[src/rtl/bwd_pkg.sv]
package bwd_pkg;

   // width of an index able to name n items, at least one bit
   function automatic int idx_width(input int n);
      return (n > 1) ? $clog2(n) : 1;
   endfunction

   // width of a field able to hold values 0..w
   function automatic int size_field_width(input int w);
      return $clog2(w + 1);
   endfunction

endpackage

[src/rtl/bwd_window.sv]
module bwd_window
   import bwd_pkg::*;
#(
   parameter int              ADDR_W     = 32,
   parameter int              SZ_W       = size_field_width(ADDR_W),
   parameter logic [ADDR_W-1:0] IO_ORIGIN  = '0,
   parameter logic [ADDR_W-1:0] MEM_ORIGIN = '0
) (
   input  logic [ADDR_W-1:0] prog,
   input  logic              is_io,
   input  logic [SZ_W-1:0]   size_log2,
   input  logic [ADDR_W-1:0] addr,
   output logic              active,
   output logic              match,
   output logic [ADDR_W-1:0] low_part
);

   logic [ADDR_W-1:0] eff_base;
   logic [ADDR_W-1:0] upper_mask;

   // effective base: programmed value moved into its space
   assign eff_base = prog + (is_io ? IO_ORIGIN : MEM_ORIGIN);
   assign active   = (prog != '0);

   // bits at or above the size field take part in the comparison
   always_comb begin
      for (int b = 0; b < ADDR_W; b++) begin
         upper_mask[b] = (b >= int'(size_log2));
      end
   end

   assign match    = active && (((addr ^ eff_base) & upper_mask) == '0);
   assign low_part = addr & ~upper_mask;

endmodule

[src/rtl/bwd_pick.sv]
module bwd_pick
   import bwd_pkg::*;
#(
   parameter int N     = 6,
   parameter int IDX_W = idx_width(N)
) (
   input  logic [N-1:0]     req,
   output logic [N-1:0]     onehot,
   output logic [IDX_W-1:0] idx,
   output logic             any
);

   // scan downwards so the lowest set position is written last
   always_comb begin
      onehot = '0;
      idx    = '0;
      for (int i = N - 1; i >= 0; i--) begin
         if (req[i]) begin
            onehot    = '0;
            onehot[i] = 1'b1;
            idx       = IDX_W'(i);
         end
      end
   end

   assign any = |req;

endmodule

[src/rtl/bwd_change.sv]
module bwd_change #(
   parameter int W = 8
) (
   input  logic         clk,
   input  logic         rst_n,
   input  logic [W-1:0] cur,
   output logic         pulse
);

   logic [W-1:0] seen_q;
   logic         pulse_q;

   // seen_q keeps following the input during reset, so that the first
   // edge after reset compares against the value held in reset
   always_ff @(posedge clk) begin
      seen_q <= cur;
      if (!rst_n) begin
         pulse_q <= 1'b0;
      end else begin
         pulse_q <= (cur != seen_q);
      end
   end

   assign pulse = pulse_q;

endmodule

[src/rtl/bar_window_decoder.sv]
module bar_window_decoder
   import bwd_pkg::*;
#(
   parameter int                NUM_WIN    = 6,
   parameter int                ADDR_W     = 32,
   parameter logic [ADDR_W-1:0] IO_ORIGIN  = 32'h0100_0000,
   parameter logic [ADDR_W-1:0] MEM_ORIGIN = 32'h4000_0000,
   localparam int               SZ_W       = size_field_width(ADDR_W),
   localparam int               IDX_W      = idx_width(NUM_WIN)
) (
   input  logic                      clk,
   input  logic                      rst_n,
   input  logic                      req_valid,
   input  logic [ADDR_W-1:0]         req_addr,
   input  logic [NUM_WIN*ADDR_W-1:0] bar_base,
   input  logic [NUM_WIN-1:0]        bar_is_io,
   input  logic [NUM_WIN*SZ_W-1:0]   bar_size_log2,
   output logic                      rsp_valid,
   output logic [NUM_WIN-1:0]        rsp_hit,
   output logic [IDX_W-1:0]          rsp_index,
   output logic [ADDR_W-1:0]         rsp_offset,
   output logic                      rsp_miss,
   output logic                      range_update
);

   localparam int CHG_W = NUM_WIN * (ADDR_W + 1);

   // elaboration-time parameter checks
   if (NUM_WIN < 1 || NUM_WIN > 64) begin : g_bad_num_win
      $error("bar_window_decoder: NUM_WIN must be within 1..64");
   end
   if (ADDR_W < 8 || ADDR_W > 64) begin : g_bad_addr_w
      $error("bar_window_decoder: ADDR_W must be within 8..64");
   end

   logic [NUM_WIN-1:0] win_active;
   logic [NUM_WIN-1:0] win_match;
   logic [ADDR_W-1:0]  win_low [NUM_WIN];

   // one comparator per window
   for (genvar g = 0; g < NUM_WIN; g++) begin : g_win
      bwd_window #(
         .ADDR_W     (ADDR_W),
         .SZ_W       (SZ_W),
         .IO_ORIGIN  (IO_ORIGIN),
         .MEM_ORIGIN (MEM_ORIGIN)
      ) u_win (
         .prog      (bar_base[g*ADDR_W +: ADDR_W]),
         .is_io     (bar_is_io[g]),
         .size_log2 (bar_size_log2[g*SZ_W +: SZ_W]),
         .addr      (req_addr),
         .active    (win_active[g]),
         .match     (win_match[g]),
         .low_part  (win_low[g])
      );
   end

   logic [NUM_WIN-1:0] pick_onehot;
   logic [IDX_W-1:0]   pick_idx;
   logic               pick_any;

   bwd_pick #(
      .N     (NUM_WIN),
      .IDX_W (IDX_W)
   ) u_pick (
      .req    (win_match & win_active),
      .onehot (pick_onehot),
      .idx    (pick_idx),
      .any    (pick_any)
   );

   // offset of the winner, AND-OR selected by the one-hot vector
   logic [ADDR_W-1:0] pick_offset;
   always_comb begin
      pick_offset = '0;
      for (int i = 0; i < NUM_WIN; i++) begin
         pick_offset = pick_offset | (pick_onehot[i] ? win_low[i] : '0);
      end
   end

   // response register
   always_ff @(posedge clk) begin
      if (!rst_n) begin
         rsp_valid  <= 1'b0;
         rsp_hit    <= '0;
         rsp_index  <= '0;
         rsp_offset <= '0;
         rsp_miss   <= 1'b0;
      end else if (req_valid) begin
         rsp_valid  <= 1'b1;
         rsp_hit    <= pick_onehot;
         rsp_index  <= pick_idx;
         rsp_offset <= pick_offset;
         rsp_miss   <= ~pick_any;
      end else begin
         rsp_valid  <= 1'b0;
         rsp_hit    <= '0;
         rsp_index  <= '0;
         rsp_offset <= '0;
         rsp_miss   <= 1'b0;
      end
   end

   // map change notification on base or type changes
   bwd_change #(
      .W (CHG_W)
   ) u_change (
      .clk   (clk),
      .rst_n (rst_n),
      .cur   ({bar_is_io, bar_base}),
      .pulse (range_update)
   );

endmodule

[config.mk]
export PLATFORM = sky130hd
export DESIGN_NAME = bar_window_decoder
export DESIGN_NICKNAME = d
export VERILOG_FILES = /design/src/rtl/bwd_pkg.sv /design/src/rtl/bwd_window.sv /design/src/rtl/bwd_pick.sv /design/src/rtl/bwd_change.sv /design/src/rtl/bar_window_decoder.sv
export SDC_FILE = /design/constraint.sdc
export NUM_CORES = 1
export LEC_CHECK = 0
export CAP_MARGIN = 20
export CELL_PAD_IN_SITES_DETAIL_PLACEMENT = 0
export CELL_PAD_IN_SITES_GLOBAL_PLACEMENT = 2
export CORE_MARGIN = 5
export CORE_UTILIZATION = 41
export DETAILED_ROUTE_END_ITERATION = 7
export DONT_BUFFER_PORTS = 1
export GPL_ROUTABILITY_DRIVEN = 0
export PLACE_DENSITY = 0.95
export SLEW_MARGIN = 40
export SYNTH_ARGS = -nofsm -noshare
export SYNTH_HDL_FRONTEND = slang
export SYNTH_SLANG_ARGS = --single-unit
[constraint.sdc]
create_clock -name clk -period 8.5 [get_ports clk]
set_clock_uncertainty 0.2 [all_clocks]
set_input_delay 1.7 -clock clk [delete_from_list [all_inputs] [get_ports clk]]
set_output_delay 1.7 -clock clk [all_outputs]
set_load 0.01 [all_outputs]
Word-level counts from Yosys, hierarchy flattened
Cells that the tools add are included.
{ "word_totals": {"latch_bits": 0, "memories": 0, "input_bits": 269, "word_cells": 288, "out_inout_bits": 44, "regBits": 242, "ramBits": 0, "rom_bits": 0} }
{ "op_classes": {"bitwise": 33, "n_div": 0, "shifts": 0, "muxes": 24, "order_cmp": 192, "eq_ne": 1, "n_reduce_logical": 23, "addsub": 6, "mul": 0} }
{ "op_table": {"columns": ["op", "n"], "rows": [
  ["5-bit by 6-bit greater-or-equal comparator with 1-bit output (first input constant)", 96],
  ["32-bit bitwise AND", 12],
  ["4-bit by 6-bit greater-or-equal comparator with 1-bit output (first input constant)", 48],
  ["198-bit != test", 1],
  ["32-bit adder", 6],
  ["32-bit logical NOT", 6],
  ["32-bit 2-to-1 mux", 6],
  ["32-bit NOT", 6],
  ["32-bit nonzero test", 6],
  ["32-bit bitwise XOR", 6],
  ["31-bit 2-to-1 mux", 6],
  ["32-bit OR", 5],
  ["3-bit by 6-bit greater-or-equal comparator with 1-bit output (first input constant)", 24],
  ["1-bit by 6-bit greater-or-equal comparator with 1-bit output (first input constant)", 12],
  ["2-bit by 6-bit greater-or-equal comparator with 1-bit output (first input constant)", 12],
  ["6-bit 2-to-1 mux", 6],
  ["6-bit OR reduction", 2],
  ["6-bit bitwise AND", 1],
  ["1-bit logical AND", 6],
  ["3-bit 2-to-1 mux", 2],
  ["2-bit 2-to-1 mux", 2],
  ["4-bit OR reduction", 1],
  ["1-bit NOT", 3],
  ["3-bit OR reduction", 1],
  ["other kinds (2)", 3]
]} }

Logic depth before layout (Yosys ltp)
Gate-level depths: netlist of the first run.
{ "logic_depth": {"word_depth": 19, "ltp_mapped": 13} }

By module
A second synthesis of the first run with hierarchy kept.
{ "hier_totals": {"hier_cells": 1756, "area_unflattened_um2": 15568.7} }
{ "by_module_without_submodules": {"columns": ["mod", "cells_per_inst", "n_inst", "area_per_inst_um2", "seq_area_each_um2"], "rows": [
  ["bwd_window", 176, 6, 1187.4, 0.0],
  ["bwd_change", 465, 1, 6152.2, 3983.8],
  ["bar_window_decoder", 218, 1, 2198.4, 860.8],
  ["bwd_pick", 17, 1, 93.8, 0.0]
]} }

Worst setup path after synthesis of the first run
No wires, ideal clock.
{ "synth_path": {"kind": "input to register", "start": "input bar_base[88]", "end": "register rsp_offset[28]", "setup_slack_ns": 3.925, "stages": 12, "n_path_buf": 2, "t_arrival_ns": 4.253, "setup_ns": 0.122, "cell_sequence": "ha_1 ha_1 xor2_1 and2_1 or4_4 nor4_4 nand2_4 or3b_1 buf_4 buf_6 a21oi_1 o311a_1"} }
{ "synth_via": {"elab_chain_cells": 15, "word_cells_on_any_way": 21} }
{ "synth_lines": {"columns": ["element", "line", "source"], "rows": [
  ["start: declaration", "bar_window_decoder.sv:15", "input logic [NUM_WIN*ADDR_W-1:0] bar_base,"],
  ["32-bit adder", "bwd_window.sv:22", "assign eff_base = prog + (is_io ? IO_ORIGIN : MEM_ORIGIN);"],
  ["32-bit bitwise XOR", "bwd_window.sv:32", "assign match = active && (((addr ^ eff_base) & upper_mask) == '0);"],
  ["32-bit bitwise AND", "bwd_window.sv:32", null],
  ["32-bit logical NOT", "bwd_window.sv:32", null],
  ["1-bit logical AND", "bwd_window.sv:32", null],
  ["6-bit bitwise AND (*)", "bar_window_decoder.sv:66", ".req (win_match & win_active),"],
  ["6-bit 2-to-1 mux (*) (3 in a row)", "bwd_pick.sv:18", "if (req[i]) begin"],
  ["32-bit 2-to-1 mux", "bar_window_decoder.sv:77", "pick_offset = pick_offset | (pick_onehot[i] ? win_low[i] : '0);"],
  ["32-bit OR (4 in a row)", "bar_window_decoder.sv:77", null],
  ["32-bit OR (*)", "bar_window_decoder.sv:77", null],
  ["end signal: assignment", "bar_window_decoder.sv:93", "rsp_offset <= pick_offset;"],
  ["end: declaration", "bar_window_decoder.sv:21", "output logic [ADDR_W-1:0] rsp_offset,"]
]} }
Mark *: on every way between the ends. The rest lies on a longest branch, timed or not.
A chain may end at the register's enable or synchronous reset.

Worst setup path in the final report of the first run
{ "layout_path": {"start": "input bar_base[24]", "end": "register rsp_offset[23]"} }
{ "layout_via": {"elab_chain_cells": 13, "word_cells_on_any_way": 19} }
{ "layout_lines": {"columns": ["element", "line"], "rows": [
  ["32-bit adder", "bwd_window.sv:22"],
  ["32-bit bitwise XOR", "bwd_window.sv:32"],
  ["32-bit bitwise AND", "bwd_window.sv:32"],
  ["32-bit logical NOT", "bwd_window.sv:32"],
  ["1-bit logical AND", "bwd_window.sv:32"],
  ["6-bit bitwise AND (*)", "bar_window_decoder.sv:66"],
  ["6-bit 2-to-1 mux (*)", "bwd_pick.sv:18"],
  ["32-bit 2-to-1 mux", "bar_window_decoder.sv:77"],
  ["32-bit OR (4 in a row)", "bar_window_decoder.sv:77"],
  ["32-bit OR (*)", "bar_window_decoder.sv:77"]
]} }
Marks and branches as above.

==> impl_metrics.toml, run 1 <==
[clock_tree]
clockBufferDepth = 3
htree_levels = 1
hold_buffers = 0
cts_buffers = 27
cts_resized = 0
cts_num_sinks = 242
clk_pin_slew_ns = 0.07
cts_root_buf = "clkbuf_16"
post-cts-setup-buffers = 0
cts_tree = "done"
insertion_delay_ns = 0.58

[outcome]
status = "complete, no violations"

[detailed_routing]
via_count = 14800
via_per_inst = 6.93
first_pass_iters = 8
drc_errors = 0
drt-initial-drc-count = 2720
drt.antenna.violating_nets = 0
wl_mm = 80.0
wire_per_inst_um = 37.3

[hold_path]
holdPathStages = 5
min_from = "u_change.seen_q[7]"
min_to = "u_change.pulse"
min_path_type = "flip-flop to flip-flop"

[die]
die_h_um = 202
row_count = 70
core_area_um2 = 36400
dieArea_um2 = 40700
initial_core_util_pct = 41.4
num_io_pins = 313
die_w_um = 202

[sta]
tightestPinTransition_ns = 0.822
fmax_mhz = 200
finalSetupViolations = 0
fin_hold_ws_ns = 0.627
min_period_ns = 5.01
relSlewSlack_pct = 44.8
finalCritPeriodShare_pct = 58.9
rsz0062_at_grt = "no"
finalSetupTns_ns = 0
finalMaxSlewViolations = 0
final_hold_viol_count = 0

[layout]
layout_common_cells = "276 x xnor2_1, 242 x dfxtp_1, 139 x xor2_1"
final_common_cell = "xnor2_1"
drive_above_1_share_pct = 5.02
final_cell_area_um2 = 16100
fin_nets = 1939
syn_to_final_growth_pct = 6.80
fin_util_pct = 44.2

[placement]
detailedPlacementHpwl_mm = 62.4
io_buffers = 0
placed_area_um2 = 15200

[job]
maxCapViolations = 0

[synthesis]
ys_seq_area_share_pct = 32.1
synthTopCellsByArea = "dfxtp_1 32%, xnor2_1 16%, xor2_1 8.1%"
yosys_warnings = 0
synth-seq-cells = 242
avgSynthCellArea_um2 = 8.67
netlist.area_leader.share_pct = 32.1
synth_cells = 1738
synthFlopType = "dfxtp_1"
synth_nets = 2025
synth_edf_count = 0
yosysTopAreaCell = "dfxtp_1"
syn-cell-area_um2 = 15100
synthArstFlopShare_pct = 0
synth_cell_types = 87

[setup_path]
critical_path_class = "input port to flip-flop"
worst_path_max_delay_cell = "nand4_1"
cp_slowest_stage_delay_ns = 0.67
r2r_setup_slack_ns = 5.54
worst-r2r-cell-count = 7
path_cells = "ha_1 -> ha_1 -> xor2_1 -> a221o_1 -> a2111oi_0 -> nand4_1 -> buf_4 -> nand3b_1 -> o21a_1 -> o311a_1"
rr_startpoint = "u_change.seen_q[33]"
cp_max_fo = 43
cp.required_ns = 8.76
path_common_cell = "ha_1"
start_kind = "input port"
timing.rr.end = "u_change.pulse"
cp.arrival_ns = 5.27
endpoint_kind = "flip-flop"

[grt]
grt_max_degree = 44
grt_use_total_pct = 37.0
grt_pass1_vias = 13600
grt_pass1_wl_mm = 108
overflow = 0
antenna_found_initial = 2

[pwr]
p_leak_nw = 5.93
vdd_ir_drop_max_mv = 0.179
p_per_area_nw_per_um2 = 184
==> registers in the layout (all words and copies together), names as in the netlist <==
name and count:
rsp_hit 6, rsp_index 3, rsp_miss 1, rsp_offset 32
rsp_valid 1, u_change.pulse 1, u_change.seen_q 198
==> logic make-up after synthesis <==
kind of cell             after synthesis  share of synthesized area (%)
AND/OR/NAND/NOR                      492                           17.6
XOR/XNOR                             415                           24.1
AO/OA/AOI/OAI                        410                           19.3
flip-flops                           242                           32.1
buffers and inverters                146                           4.42
adder cells (fa/ha/maj)               19                           1.56
multiplexers                          14                          0.930
==> how the worst max path moves through the flow <==
stage | from | end | slack (ns) | cells past startpoint
final | bar_base[24] | rsp_offset[23] | 3.49 | 10
after global routing | bar_base[24] | rsp_offset[18] | 3.27 | 9
after CTS | bar_base[24] | rsp_offset[18] | 3.60 | 9
after detailed placement | bar_base[24] | rsp_offset[18] | 3.00 | 9
after global placement | bar_base[24] | rsp_offset[18] | 3.11 | 9
after floorplan | bar_base[88] | rsp_offset[28] | 3.93 | 12
==> synthesized netlist by cell type, types with 47 or more instances <==
library cell,instances
buf_2,50
dfxtp_1,242
nor2_1,80
clkbuf_1,52
nand2_1,90
o21ai_0,53
xor2_1,139
nand3_1,47
a21oi_1,100
xnor2_1,276
nand4_1,63
nor4_1,75
==> stage by stage <==
| step | power, mW | setup slack [ns] | std cells |
|---|---|---|---|
| floorplan | 1.65 | 3.93 | 1738 |
| global placement | 1.73 | 3.11 | 2091 |
| detailed placement | 1.72 | 3.00 | 2091 |
| CTS | 2.95 | 3.60 | 2141 |
| global route | 3.04 | 3.27 | 2141 |
| finish | 2.97 | 3.49 | 2142 |
==> layer usage <==
metal / global-route usage [%] / wire, um / vias up / share of wire, %
met5: 0 / 0 / - / 0
li1: - / - / 6149 / -
met4: 18.9 / 5770 / 0 / 7.2
met2: 50.8 / 30800 / 1369 / 39
met1: 47.4 / 29000 / 7006 / 36
met3: 18.7 / 14400 / 320 / 18
==> power by group <==
part | switching (mW) | internal [mW] | total (mW)
clock | 0.521 | 0.722 | 1.24
combinational | 0.282 | 0.229 | 0.511
sequential | 0.0267 | 1.19 | 1.22
==> layout make-up <==
cell class | instances | area [um2]
clock buffers | 36 | 759
repair buffers | 6 | 45.0
inverters | 25 | 93.8
well taps | 468 | 586
clock inverters | 14 | 166
fillers | 3604 | 20300
multi-input cells | 1350 | 9600
diodes | 1 | 2.50
flip-flops and latches | 242 | 4840
==> worst max-delay path: cells and delay by family <==
kind                       cells  cell delay [ns]
and+or+nand+nor                2             0.90
AOI/OAI and AO/OA              4             1.35
xor gates and xnor gates       1             0.17
buffers and inverters          1             0.56
adders and majority gates      2             0.56
(Power assumes the default switching activity.)
==> run 2, diff against run 1 <==
--- a/config.mk
+++ b/config.mk
@@ -9,11 +9,11 @@
 export CELL_PAD_IN_SITES_DETAIL_PLACEMENT = 0
 export CELL_PAD_IN_SITES_GLOBAL_PLACEMENT = 2
 export CORE_MARGIN = 5
-export CORE_UTILIZATION = 41
+export CORE_UTILIZATION = 35
 export DETAILED_ROUTE_END_ITERATION = 7
 export DONT_BUFFER_PORTS = 1
 export GPL_ROUTABILITY_DRIVEN = 0
-export PLACE_DENSITY = 0.95
+export PLACE_DENSITY = 0.87
 export SLEW_MARGIN = 40
 export SYNTH_ARGS = -nofsm -noshare
 export SYNTH_HDL_FRONTEND = slang
==> constraint.sdc (replaced) <==
create_clock -name clk -period 4.1 [get_ports clk]
set_clock_uncertainty 0.2 [all_clocks]
set_input_delay 0.82 -clock clk [delete_from_list [all_inputs] [get_ports clk]]
set_output_delay 0.82 -clock clk [all_outputs]
set_load 0.01 [all_outputs]
==> impl_metrics.toml, run 2 (same netlist as run 1, synthesis figures left out) <==
[outcome]
status = "finished, violations left"
violations = "design-rule violations"

[detailed_routing]
wl_mm = 84.6
via_count = 15100
via_per_inst = 6.67
drt.antenna.violating_nets = 0
first_pass_iters = 8
wire_per_inst_um = 37.5
drc_errors = 1
drt-initial-drc-count = 2647

[clock_tree]
cts_tree = "done"
cts_num_sinks = 242
hold_buffers = 0
cts_resized = 0
htree_levels = 1
cts_root_buf = "clkbuf_16"
post-cts-setup-buffers = 0
insertion_delay_ns = 0.59
clockBufferDepth = 3
cts_buffers = 29
clk_pin_slew_ns = 0.06

[layout]
layout_common_cells = "276 x xnor2_1, 242 x dfxtp_1, 139 x xor2_1"
stdcell_count = 2257
drive_above_1_share_pct = 6.67
largest_reg_flops = 198
fin_nets = 1978
fillerInstances = 4395
reg.largest.list = "u_change.seen_q (198), rsp_offset (32), rsp_hit (6)"
multi_input_comb_area_um2 = 9570
seq_area_um2 = 4840
top_register = "u_change.seen_q"
syn_to_final_growth_pct = 9.78
final_common_cell = "xnor2_1"

[sta]
finalSetupViolations = 0
tightestPinTransition_ns = 0.736
rsz0062_at_grt = "no"
min_period_ns = 3.48
relSlewSlack_pct = 50.5
fmax_mhz = 287
finalMaxSlewViolations = 0
finalCritPeriodShare_pct = 85.0
finalSetupTns_ns = 0
final_hold_viol_count = 0

[hold_path]
min_from = "bar_base[143]"
min_path_type = "input port to flip-flop"
holdPathStages = 0
min_to = "u_change.seen_q[143]"

[die]
core_area_um2 = 42800
num_io_pins = 313
dieArea_um2 = 47300
row_count = 76
initial_core_util_pct = 35.2
die_w_um = 218
die_h_um = 218

[placement]
detailedPlacementHpwl_mm = 66.7
io_buffers = 0
dp.cells = 2206

[setup_path]
cp.required_ns = 4.34
worst-r2r-cell-count = 7
cp_max_fo = 1
cp.arrival_ns = 3.73
start_kind = "flip-flop"
r2r_setup_slack_ns = 0.62
timing.rr.end = "u_change.pulse"
rr_startpoint = "u_change.seen_q[153]"
endpoint_kind = "flip-flop"
critical_path_class = "flip-flop to flip-flop"

[pwr]
p_leak_nw = 6.14
vdd_ir_drop_max_mv = 0.334
p_per_area_nw_per_um2 = 382

[grt]
grt_pass1_vias = 14100
antenna_found_initial = 3
grt_max_degree = 55
grt_pass1_wl_mm = 114
overflow = 0
grt_use_total_pct = 33.9

[job]
maxCapViolations = 0
run 2: changes by cell type in the layout (fill, tap and decap cells not counted), moves of 2 or more:
cell        previous run  this run
clkinvlp_4             1         4
nor4_2                 3         0
nor4_1                72        75
clkinv_2               5         2
buf_12                 0         4
clkbuf_16             27        29
inv_6                  3         1
buf_4                  6        39
run 2: layout make-up:
| cell class | count | area share, % |
|---|---|---|
| Multi-Input combinational cell | 1350 | 57.8 |
| Sequential cell | 242 | 29.3 |
| Clock buffer | 37 | 4.87 |
| Tap cell | 546 | 4.13 |
| Timing Repair Buffer | 43 | 2.25 |
| Clock inverter | 13 | 1.07 |
| Inverter | 25 | 0.567 |
| Antenna cell | 1 | 0.0151 |
run 2: layer usage:
metal	track usage (%)	wire length, um	part of all wire [%]
met1	43.5	31100	37
met3	14.9	14300	17
met5	0	7	0.0083
met2	48.9	34200	40
met4	15.4	5100	6.0
run 2: how the worst max path moves through the flow:
stage / from / slack (ns) / endpoint / cells past startpoint
after floorplan: bar_base[88] / 0.41 / rsp_offset[28] / 12
after global placement: bar_base[88] / 0.19 / rsp_offset[14] / 12
after detailed placement: bar_base[88] / 0.16 / rsp_offset[9] / 12
after CTS: bar_base[88] / 0.75 / rsp_offset[9] / 12
after global routing: bar_base[152] / 0.48 / rsp_offset[5] / 13
final: u_change.seen_q[153] / 0.62 / u_change.pulse / 7
run 2: metrics by stage:
step           util [%]  power [mW]  hold WS, ns  setup slack (ns)  cell area, um2
3_3_place_gp       36.4        3.62        0.629             0.192           15600
4_1_cts            38.7        6.29       0.0290             0.755           16500
6_report           38.7        6.32       0.0455             0.616           16500
5_1_grt            38.7        6.48       0.0378             0.482           16500
2_1_floorplan         -        3.41        0.444             0.405           15100
3_5_place_dp       36.4        3.62        0.634             0.157           15600
run 2: worst max-delay path, cell delays in order, from the launching register on:
cell,delay (ns)
dfxtp_1,0.31
xnor2_1,0.51
nand4_1,0.27
nor4_1,0.68
nand2_1,0.12
nor4_1,0.56
nand4_1,0.16
o41a_1,0.53
run 2: where the power goes:
part           total [mW]  switching, mW  leakage [nW]  internal, mW
sequential           2.52         0.0563          2.03          2.47
clock                2.69           1.12         0.470          1.58
combinational        1.10          0.603          3.64         0.498
total                6.32           1.77          6.14          4.54
